### config.mk
export PLATFORM = sky130hd
export DESIGN_NAME = pivot_route_unit
export DESIGN_NICKNAME = d
export VERILOG_FILES = /design/src/rtl/pvr_pkg.sv /design/src/rtl/pvr_perm_table.sv /design/src/rtl/pvr_classify.sv /design/src/rtl/pvr_hold_fifo.sv /design/src/rtl/pivot_route_unit.sv
export SDC_FILE = /design/constraint.sdc
export NUM_CORES = 2
export LEC_CHECK = 0
export BUFFER_PORTS_ARGS = -buffer_cell sky130_fd_sc_hd__buf_2
export CAP_MARGIN = 20
export CORE_AREA = 2 2 447 449
export DETAILED_ROUTE_END_ITERATION = 12
export DIE_AREA = 0 0 449 451
export PLACE_DENSITY_LB_ADDON = 0.05
export SYNTH_ARGS = -nofsm -noshare
export SYNTH_HDL_FRONTEND = slang
export SYNTH_SLANG_ARGS = --single-unit
### constraint.sdc
create_clock -name clk -period 14.15 [get_ports clk]
set_input_delay 0 -clock clk [delete_from_list [all_inputs] [get_ports clk]]
set_output_delay 0 -clock clk [all_outputs]
set_load 0.1 [all_outputs]
### src/rtl/pvr_pkg.sv
package pvr_pkg;

    // Routing decision for one incoming element
    typedef enum logic [1:0] {
        RT_DIRECT = 2'd0,
        RT_HOLD   = 2'd1,
        RT_RETIRE = 2'd2
    } route_e;

endpackage

### src/rtl/pvr_perm_table.sv
module pvr_perm_table #(
    parameter  int N  = 64,
    localparam int IW = $clog2(N)
) (
    input  logic          clk,
    input  logic          rst_n,
    input  logic          sw_en,
    input  logic [IW-1:0] sw_a,
    input  logic [IW-1:0] sw_b,
    input  logic [IW-1:0] rd_idx,
    output logic [IW-1:0] rd_val
);

    logic [IW-1:0] tab_q [N];
    logic [IW-1:0] tab_d [N];

    always_comb begin
        tab_d = tab_q;
        if (sw_en) begin
            tab_d[sw_a] = tab_q[sw_b];
            tab_d[sw_b] = tab_q[sw_a];
        end
    end

    always_ff @(posedge clk) begin
        if (!rst_n) begin
            for (int i = 0; i < N; i++) tab_q[i] <= IW'(i);
        end else begin
            tab_q <= tab_d;
        end
    end

    assign rd_val = tab_q[rd_idx];

endmodule

### src/rtl/pvr_classify.sv
module pvr_classify
    import pvr_pkg::*;
#(
    parameter  int N     = 64,
    parameter  int LANES = 4,
    localparam int IW    = $clog2(N),
    localparam int SW    = $clog2(N + 1),
    localparam int LB    = $clog2(LANES)
) (
    input  logic [IW-1:0] raw_row,
    input  logic [IW-1:0] col,
    input  logic [IW-1:0] trow,
    input  logic [SW-1:0] step,
    output route_e        kind,
    output logic [LB-1:0] lane
);

    logic raw_low;
    logic new_low;
    logic final_el;

    always_comb begin
        raw_low  = raw_row > col;
        new_low  = trow > col;
        final_el = (SW'(trow) < step) && (SW'(col) < step);
        if (final_el)              kind = RT_RETIRE;
        else if (raw_low != new_low) kind = RT_HOLD;
        else                       kind = RT_DIRECT;
        lane = trow[LB-1:0];
    end

endmodule

### src/rtl/pvr_hold_fifo.sv
module pvr_hold_fifo #(
    parameter  int W     = 32,
    parameter  int DEPTH = 16,
    localparam int AW    = $clog2(DEPTH),
    localparam int CW    = $clog2(DEPTH + 1)
) (
    input  logic         clk,
    input  logic         rst_n,
    input  logic         push,
    input  logic [W-1:0] push_data,
    input  logic         pop,
    output logic [W-1:0] head,
    output logic         empty,
    output logic         full
);

    typedef struct packed {
        logic [AW-1:0] wp;
        logic [AW-1:0] rp;
        logic [CW-1:0] cnt;
    } ptr_s;

    ptr_s         p_q, p_d;
    logic [W-1:0] mem_q [DEPTH];
    logic [W-1:0] mem_d [DEPTH];

    always_comb begin
        p_d   = p_q;
        mem_d = mem_q;
        if (push) begin
            mem_d[p_q.wp] = push_data;
            p_d.wp        = p_q.wp + 1'b1;
        end
        if (pop) p_d.rp = p_q.rp + 1'b1;
        case ({push, pop})
            2'b10:   p_d.cnt = p_q.cnt + 1'b1;
            2'b01:   p_d.cnt = p_q.cnt - 1'b1;
            default: p_d.cnt = p_q.cnt;
        endcase
    end

    always_ff @(posedge clk) begin
        if (!rst_n) begin
            p_q <= '0;
            for (int i = 0; i < DEPTH; i++) mem_q[i] <= '0;
        end else begin
            p_q   <= p_d;
            mem_q <= mem_d;
        end
    end

    assign head  = mem_q[p_q.rp];
    assign empty = (p_q.cnt == '0);
    assign full  = (p_q.cnt == CW'(DEPTH));

endmodule

### src/rtl/pivot_route_unit.sv
module pivot_route_unit
    import pvr_pkg::*;
#(
    parameter  int N          = 64,
    parameter  int LANES      = 4,
    parameter  int DW         = 16,
    parameter  int HOLD_DEPTH = 16,
    localparam int IW         = $clog2(N)
) (
    input  logic             clk,
    input  logic             rst_n,
    input  logic             in_valid,
    output logic             in_ready,
    input  logic [IW-1:0]    in_row,
    input  logic [IW-1:0]    in_col,
    input  logic [DW-1:0]    in_data,
    input  logic             pv_we,
    input  logic [IW-1:0]    pv_a,
    input  logic [IW-1:0]    pv_b,
    input  logic             step_inc,
    input  logic [LANES-1:0] lane_rdy,
    output logic [LANES-1:0] out_vld,
    output logic [IW-1:0]    out_row,
    output logic [IW-1:0]    out_col,
    output logic [DW-1:0]    out_data,
    output logic             out_cross,
    output logic             ret_vld,
    output logic [IW-1:0]    ret_row,
    output logic [IW-1:0]    ret_col,
    output logic [DW-1:0]    ret_data
);

    localparam int SW = $clog2(N + 1);
    localparam int LB = $clog2(LANES);
    localparam int EW = 2 * IW + DW;

    typedef struct packed {
        logic [LANES-1:0] o_vld;
        logic [IW-1:0]    o_row;
        logic [IW-1:0]    o_col;
        logic [DW-1:0]    o_data;
        logic             o_cross;
        logic             r_vld;
        logic [IW-1:0]    r_row;
        logic [IW-1:0]    r_col;
        logic [DW-1:0]    r_data;
        logic [SW-1:0]    step;
    } state_s;

    state_s        st_q, st_d;
    logic [IW-1:0] trow;
    route_e        kind;
    logic [LB-1:0] in_lane;
    logic [EW-1:0] hd;
    logic          q_empty;
    logic          q_full;
    logic          accept;
    logic          direct;
    logic          push;
    logic          pop;
    logic [IW-1:0] hd_row;
    logic [IW-1:0] hd_col;
    logic [DW-1:0] hd_data;
    logic [LB-1:0] hd_lane;
    logic [SW-1:0] step_now;

    pvr_perm_table #(.N(N)) u_perm (
        .clk    (clk),
        .rst_n  (rst_n),
        .sw_en  (pv_we),
        .sw_a   (pv_a),
        .sw_b   (pv_b),
        .rd_idx (in_row),
        .rd_val (trow)
    );

    pvr_classify #(.N(N), .LANES(LANES)) u_cls (
        .raw_row (in_row),
        .col     (in_col),
        .trow    (trow),
        .step    (st_q.step),
        .kind    (kind),
        .lane    (in_lane)
    );

    pvr_hold_fifo #(.W(EW), .DEPTH(HOLD_DEPTH)) u_hold (
        .clk       (clk),
        .rst_n     (rst_n),
        .push      (push),
        .push_data ({trow, in_col, in_data}),
        .pop       (pop),
        .head      (hd),
        .empty     (q_empty),
        .full      (q_full)
    );

    assign {hd_row, hd_col, hd_data} = hd;
    assign hd_lane  = hd_row[LB-1:0];
    assign in_ready = !q_full;
    assign accept   = in_valid && !q_full;
    assign direct   = accept && (kind == RT_DIRECT);
    assign push     = accept && (kind == RT_HOLD);
    assign pop      = !q_empty && !direct && lane_rdy[hd_lane];
    assign step_now = st_q.step;

    always_comb begin
        st_d         = st_q;
        st_d.o_vld   = '0;
        st_d.o_cross = 1'b0;
        st_d.r_vld   = 1'b0;
        if (direct) begin
            st_d.o_vld[in_lane] = 1'b1;
            st_d.o_row          = trow;
            st_d.o_col          = in_col;
            st_d.o_data         = in_data;
        end else if (pop) begin
            st_d.o_vld[hd_lane] = 1'b1;
            st_d.o_row          = hd_row;
            st_d.o_col          = hd_col;
            st_d.o_data         = hd_data;
            st_d.o_cross        = 1'b1;
        end
        if (accept && kind == RT_RETIRE) begin
            st_d.r_vld  = 1'b1;
            st_d.r_row  = trow;
            st_d.r_col  = in_col;
            st_d.r_data = in_data;
        end
        if (step_inc && st_q.step != SW'(N)) st_d.step = st_q.step + 1'b1;
    end

    always_ff @(posedge clk) begin
        if (!rst_n) st_q <= '0;
        else        st_q <= st_d;
    end

    assign out_vld   = st_q.o_vld;
    assign out_row   = st_q.o_row;
    assign out_col   = st_q.o_col;
    assign out_data  = st_q.o_data;
    assign out_cross = st_q.o_cross;
    assign ret_vld   = st_q.r_vld;
    assign ret_row   = st_q.r_row;
    assign ret_col   = st_q.r_col;
    assign ret_data  = st_q.r_data;

endmodule

* Word-level counts from Yosys, hierarchy flattened
Index checks and enable logic that the tools add are counted.
** Cells by class
- $add $sub $neg :: 5
- Order comparisons :: 16
- Eq/ne operators :: 7
- Multiplexer cells :: 33
- Bitwise gates (word level) :: 6
- Reductions and logical operators :: 21
** Operators by type and width (number)
- $bwmux 384 :: 2
- $bwmux 448 :: 1
- $bmux 28 s4 :: 1
- $demux 28 s4 :: 1
- $bmux 6 s6 :: 3
- $mux 28 :: 3
- $demux 6 s6 :: 2
- $mux 6 :: 8
- $mux 33 :: 1
- $mux 32 :: 1
- $mux 29 :: 1
- $ge 7x7->1 const B :: 3
- $not 6->7 :: 3
- $lt 6x7->1 :: 2
- $lt 7x1->1 const B :: 2
- $logic_and 1x1->1 :: 13
- $gt 6x6->1 :: 2
- $ge 5x5->1 const B :: 2
- $not 4->5 :: 2
- $pmux 5 s2 :: 1
- $add 4x1->4 const B :: 2
- $add 7x1->7 const B :: 1
- $ne 7x7->1 const B :: 1
- $lt 2x3->1 const B :: 2
- 18 further kinds :: 28
** Word-level totals
- Register bits :: 914
- Bits of input ports :: 49
- Output and inout bits :: 63
- Word-level logic and storage cells :: 181

* Depth between registers and ports, before layout
- Word-level depth :: 15
- Mapped depth :: 25
- Depth with buffers taken out :: 21

* Modules after synthesis
A second synthesis with hierarchy kept.
** Second synthesis, totals
- Cell total of the unflattened synthesis :: 5933
- Area total of the unflattened synthesis :: 51967.3 sq um
** Modules (own cells, without submodules)
- pvr_perm_table :: instances 1, cells each 3222, area each 27302.4 sq um, sequential area each 7687.4 sq um
- pvr_hold_fifo :: instances 1, cells each 2347, area each 21119.0 sq um, sequential area each 9228.9 sq um
- pivot_route_unit :: instances 1, cells each 293, area each 2984.1 sq um, sequential area each 1381.3 sq um
- pvr_classify :: instances 1, cells each 71, area each 561.8 sq um, sequential area each 0.0 sq um

* Worst setup path after synthesis
No wires, ideal clock.
- Path kind :: input -> register
- Start :: input in_row[1]
- End :: register u_hold.p_q[4] in the netlist's numbering
- Library setup time :: 70 ps
- Arrival :: 5817 ps
- Required time :: 14080 ps
- Slack :: 8262 ps
- Cell stages on the path :: 25
- Buffers on the path :: 5
- Path through :: buf_2 > buf_2 > clkbuf_1 > clkbuf_1 > mux4_2 > mux4_2 > mux4_2 > ha_1 > a21oi_1 > nor2b_1 > a2111oi_0 > o211a_1 > o311a_1 > nor4_1 > clkbuf_1 > nor2_1 > ha_1 > inv_1 > fa_1 > inv_1 > a21o_1 > a21oi_1 > xnor2_1 > or3_1 > a21oi_1
** On the way
- Cells in the longest elaborated chain, start to end :: 15
- Elaborated cells on any way between the ends :: 22
- Those cells by class :: order compare: 3; eq/ne: 4; mux: 6; bitwise: 1; reduce/logical: 8
** Ends and longest elaborated chain
- from (decl) :: line pivot_route_unit.sv:14 : input logic [IW-1:0] in_row,
- $not 6->7 (not written as such) * :: line pvr_perm_table.sv:33 : assign rd_val = tab_q[rd_idx];
- $bmux 6 s6 * :: line pvr_perm_table.sv:33
- $mux 6 (not written as such) * (2 in a row) :: line pvr_perm_table.sv:33
- named net trow[4] :: line pivot_route_unit.sv:51 : logic [IW-1:0] trow;
- $gt 6x6->1 :: line pvr_classify.sv:24 : new_low = trow > col;
- $ne 1x1->1 :: line pvr_classify.sv:27 : else if (raw_low != new_low) kind = RT_HOLD;
- $mux 1 :: line pvr_classify.sv:27
- $mux 2 * :: line pvr_classify.sv:26 : if (final_el) kind = RT_RETIRE;
- $logic_not 2->1 * :: line pivot_route_unit.sv:101 : assign direct = accept && (kind == RT_DIRECT);
- $logic_and 1x1->1 * :: line pivot_route_unit.sv:101
- $logic_not 1->1 * :: line pivot_route_unit.sv:103 : assign pop = !q_empty && !direct && lane_rdy[hd_lane];
- $logic_and 1x1->1 * (2 in a row) :: line pivot_route_unit.sv:103
- named net pop :: line pivot_route_unit.sv:60 : logic pop;
- $eq 2x1->1 or $eq 2x2->1 (tied branches) :: line pvr_hold_fifo.sv:35 : case ({push, pop})
- $pmux 5 s2 or $reduce_bool 2->1 (tied branches)
- to (signal assigned) :: line pvr_hold_fifo.sv:47 : p_q <= p_d;
- to (decl) :: line pvr_hold_fifo.sv:23 : ptr_s p_q, p_d;
The timed path passes the listed nets; every way through them passes the cells marked *. The select of a mux whose other input is x is not followed.
A chain may end at the register's enable or synchronous reset.

* Worst setup path after layout
- Start :: input in_row[0]
- End :: register u_hold.p_q[4] in the netlist's numbering
** On the way
- Cells in the longest elaborated chain, start to end :: 15
- Elaborated cells on any way between the ends :: 22
- Those cells by class :: order compare: 3; eq/ne: 4; mux: 6; bitwise: 1; reduce/logical: 8
** Ends and longest elaborated chain
- $not 6->7 (not written as such) * :: line pvr_perm_table.sv:33
- $bmux 6 s6 * :: line pvr_perm_table.sv:33
- $mux 6 (not written as such) * (2 in a row) :: line pvr_perm_table.sv:33
- named net in_lane[1] :: line pivot_route_unit.sv:53 : logic [LB-1:0] in_lane;
- $gt 6x6->1 :: line pvr_classify.sv:24
- $ne 1x1->1 :: line pvr_classify.sv:27
- $mux 1 :: line pvr_classify.sv:27
- $mux 2 * :: line pvr_classify.sv:26
- $logic_not 2->1 :: line pivot_route_unit.sv:101
- $logic_and 1x1->1 :: line pivot_route_unit.sv:101
- $logic_not 1->1 :: line pivot_route_unit.sv:103
- $logic_and 1x1->1 (2 in a row) :: line pivot_route_unit.sv:103
- $eq 2x1->1 or $eq 2x2->1 (tied branches) :: line pvr_hold_fifo.sv:35
- $pmux 5 s2 or $reduce_bool 2->1 (tied branches)
Marks and branches as above.

==> results.py <==
metrics = {
    "clocking": {
        "cts_htree_levels": 3,
        "clkTransAtPathRegs_ns": 0.06,
        "root_buffer": "clkbuf_16",
        "clk_latency_ns": 0.81,
        "clockBufferDepth": 3,
        "cts-resized-gates": 0,
        "cts_buffers": 117,
        "cts_tree": "yes",
        "cts_sinks": 914,
    },
    "global_route": {
        "grt_first_pass_wirelength_um": 368000,
        "antenna_found_initial": 9,
        "gr-total-overflow": 0,
        "grt_max_degree": 149,
        "grt_pass1_vias": 43607,
        "grt_use_total": 0.252,
    },
    "synthesis": {
        "syn_nets": 5138,
        "syn_area_per_cell_um2": 9.74,
        "synth_edf_count": 0,
        "synth_top_area_cell": "dfxtp_1",
        "syn-cell-area_mm2": 0.0493,
        "async_flop_share": 0,
        "ys_top_cells_by_area": "dfxtp_1 (37%), mux4_2 (13%), mux2i_1 (11%)",
        "synth.top_cell.area_share": 0.371,
        "synth-seq-area-share": 0.371,
        "postSynthCellCount": 5055,
        "postSynth.topFlopCell": "dfxtp_1",
        "ys_ff_latch": 914,
        "yosys_warnings": 0,
        "yosysUniqueCellTypes": 79,
    },
    "sta": {
        "fmax_mhz": 155,
        "fin_skew_ns": 0.0584,
        "maxSlewHeadroom": 0.237,
        "setup_viol": 0,
        "timing.final.max_slew_violations": 0,
        "hold_viol": 0,
        "grt_setup_unrepaired": "no",
        "post-route-min-period_ns": 6.43,
        "fin_crit_sh": 0.455,
        "tightest_slew_ns": 1.14,
        "tns_ns": 0,
    },
    "drt": {
        "wl_per_cell_um": 34.4,
        "ant_nets": 0,
        "wl_um": 264000,
        "drc": 0,
        "vias_per_cell": 5.86,
        "drtIter0Drc": 4766,
        "vias": 45072,
        "dr.pass1.iters": 6,
    },
    "final_layout": {
        "nFillCells": 20823,
        "layout.nets": 5010,
        "syn_to_final_growth_pct": 14.4,
        "final_area_mm2": 0.0563,
        "mostFrequentLayoutCell": "dfxtp_1",
        "most-common-layout-cells": "dfxtp_1 (910), nand2_1 (663), mux2i_1 (530), o21ai_0 (303), mux4_2 (294)",
        "drive_gt1_frac": 0.163,
        "stdcell_count": 7687,
    },
    "placed_design": {
        "gp_congestion": 0.911,
        "io_buffers": 111,
        "dpl_cell_area_mm2": 0.0520,
        "dp.cells": 7424,
        "post-dp-hpwl_um": 168000,
    },
    "die": {
        "ios": 112,
        "core-area_mm2": 0.198,
        "die_h_um": 451,
        "die-area_mm2": 0.202,
        "floorplan.initialDensity": 0.249,
        "die_x_um": 449,
        "rows": 164,
    },
    "pwr": {
        "total_power_mw": 7.28,
        "power.leakage_nw": 19.1,
        "p_clk_frac": 0.422,
        "p_comb_frac": 0.204,
        "switchingPower_mw": 2.48,
        "internal-power_mw": 4.80,
        "pwr-share-seq": 0.375,
        "powerDensity_mw_per_mm2": 129,
        "ir_worst_vdd_uv": 114,
        "p_sw_frac": 0.340,
    },
    "worst_hold_path": {
        "hold_path_class": "input pin to register",
        "hold_end": "out_data[5]",
        "min_from": "in_data[5]",
        "hold_depth": 4,
    },
    "critical_path": {
        "cp_max_fo": 55,
        "cp_data_required_time_ns": 14.85,
        "slowest_stage": "buf_4",
        "r2r-start": "u_perm.tab_q[0]",
        "reg2reg_depth": 18,
        "reg2reg_to": "u_hold.p_q[4]",
        "cp-end-kind": "register",
        "critPathKind": "input pin to register",
        "r2r_slack_ns": 8.02,
        "worstPathArrival_ns": 7.14,
        "crit_chain": "buf_6 -> buf_4 -> mux4_2 -> mux4_2 -> mux4_2 -> ha_1 -> nor2b_1 -> o21a_1 -> o211ai_1 -> a21oi_1 -> xor2_1 -> nand4b_4 -> ha_1 -> ha_1 -> a21o_1 -> a21oi_1 -> xnor2_1 -> or3_1 -> a21oi_1",
        "cpPeakStageDelay_ns": 0.78,
        "startpoint_type": "input pin",
    },
    "run": {
        "maxCapViolations": 0,
    },
    "status": {
        "status": "finished, final reports clean",
    },
}
-- cell families after synthesis --
group	Yosys count	share of synthesized area
DFF	914	0.371
xor gates and xnor gates	10	0.00178
buffers and inverters	570	0.0499
muxes	859	0.251
adders and majority gates	34	0.00879
AOI/OAI and AO/OA	1523	0.213
and+or+nand+nor	1145	0.104
-- Yosys cell counts (all sizes together), types with 6 or more instances --
master and count:
dfxtp 914, nand2 667, mux2i 530, clkbuf 340, o21ai 303, mux4 297
a21oi 292, o22ai 208, nor2 195, a22oi 179, buf 178, a221o 159
a22o 133, nand3 76, a221oi 61, o221ai 61, nor3 54, inv 51
ha 33, mux2 32, and2 29, nor2b 21, a31oi 19, o21a 19
nand4 18, o211ai 12, or3 11, a211oi 10, nand2b 10, nor3b 9
a21o 8, and3 8, and4 8, a41oi 7, and3b 7, nor4 7
o2bb2ai 7, xnor2 6
-- through the flow --
| stage | setup slack, ns | utilization | hold WS (ns) |
|---|---|---|---|
| floorplan | 8.26 | - | 0.192 |
| global placement | 6.68 | 0.262 | 0.308 |
| detailed placement | 6.71 | 0.263 | 0.308 |
| CTS | 7.57 | 0.284 | 0.000654 |
| global route | 7.34 | 0.284 | 0.0571 |
| finish | 7.72 | 0.284 | 0.0688 |
-- final cells by class --
class / count / area, um^2 / area share
clock inverter: 33 / 340 / 0.00604
inverter: 52 / 203 / 0.00360
tap: 2656 / 3320 / 0.0590
multi-input combinational: 3571 / 28700 / 0.509
sequential: 914 / 18300 / 0.325
clock buffer: 179 / 3530 / 0.0627
timing repair buffer: 271 / 1920 / 0.0341
antenna: 11 / 27.5 / 0.000489
-- power groups by stage --
stage / Clock (mW) / Combinational [mW] / Sequential [mW]
final: 3.07 / 1.48 / 2.73
after global routing: 3.25 / 1.53 / 2.73
after CTS: 3.15 / 1.48 / 2.73
after detailed placement: 0 / 1.47 / 2.78
after global placement: 0 / 1.48 / 2.79
after floorplan: 0 / 0.777 / 2.91
-- flip-flops by register name, indices dropped and copies added, names as in the netlist --
signal	count
ret_row	6
out_row	6
u_hold.mem_q	448
out_data	16
step_now	7
u_perm.tab_q	384
out_col	6
ret_data	16
u_hold.p_q	13
ret_vld	1
out_cross	1
ret_col	6
out_vld	4
-- timing repair --
item | 4_1_cts | 5_1_grt
hold buffers | 39 | 0
buffers inserted | 0 | 0
hold endpoints to repair | 274 | 0
-- worst max-delay path by stage --
stage | start | endpoint | slack (ns) | cells after the start
after global routing | in_row[0] | u_hold.p_q[4] | 7.34 | 21
after CTS | in_row[0] | u_hold.p_q[4] | 7.57 | 20
after global placement | in_row[0] | u_hold.p_q[4] | 6.68 | 22
after detailed placement | in_row[0] | u_hold.p_q[4] | 6.71 | 20
after floorplan | in_row[1] | u_hold.p_q[4] | 8.26 | 25
final | in_row[0] | u_hold.p_q[4] | 7.72 | 19
-- critical path: cells and delay by family --
kind / cells / cell delay (ns)
compound gates: 6 / 0.92
xor+xnor: 2 / 0.47
buf+inv: 2 / 1.37
simple gates: 3 / 1.09
mux: 3 / 1.87
fa+ha+maj: 3 / 1.26
-- routing by layer --
layer | global-route usage | up-vias | wire (um)
li1 | - | 19171 | -
met1 | 0.324 | 23225 | 111000
met2 | 0.407 | 2082 | 122000
met3 | 0.0414 | 592 | 16200
met4 | 0.126 | 2 | 14700
met5 | 0 | - | 18
Note: power is estimated with default switching activity, not from simulation.
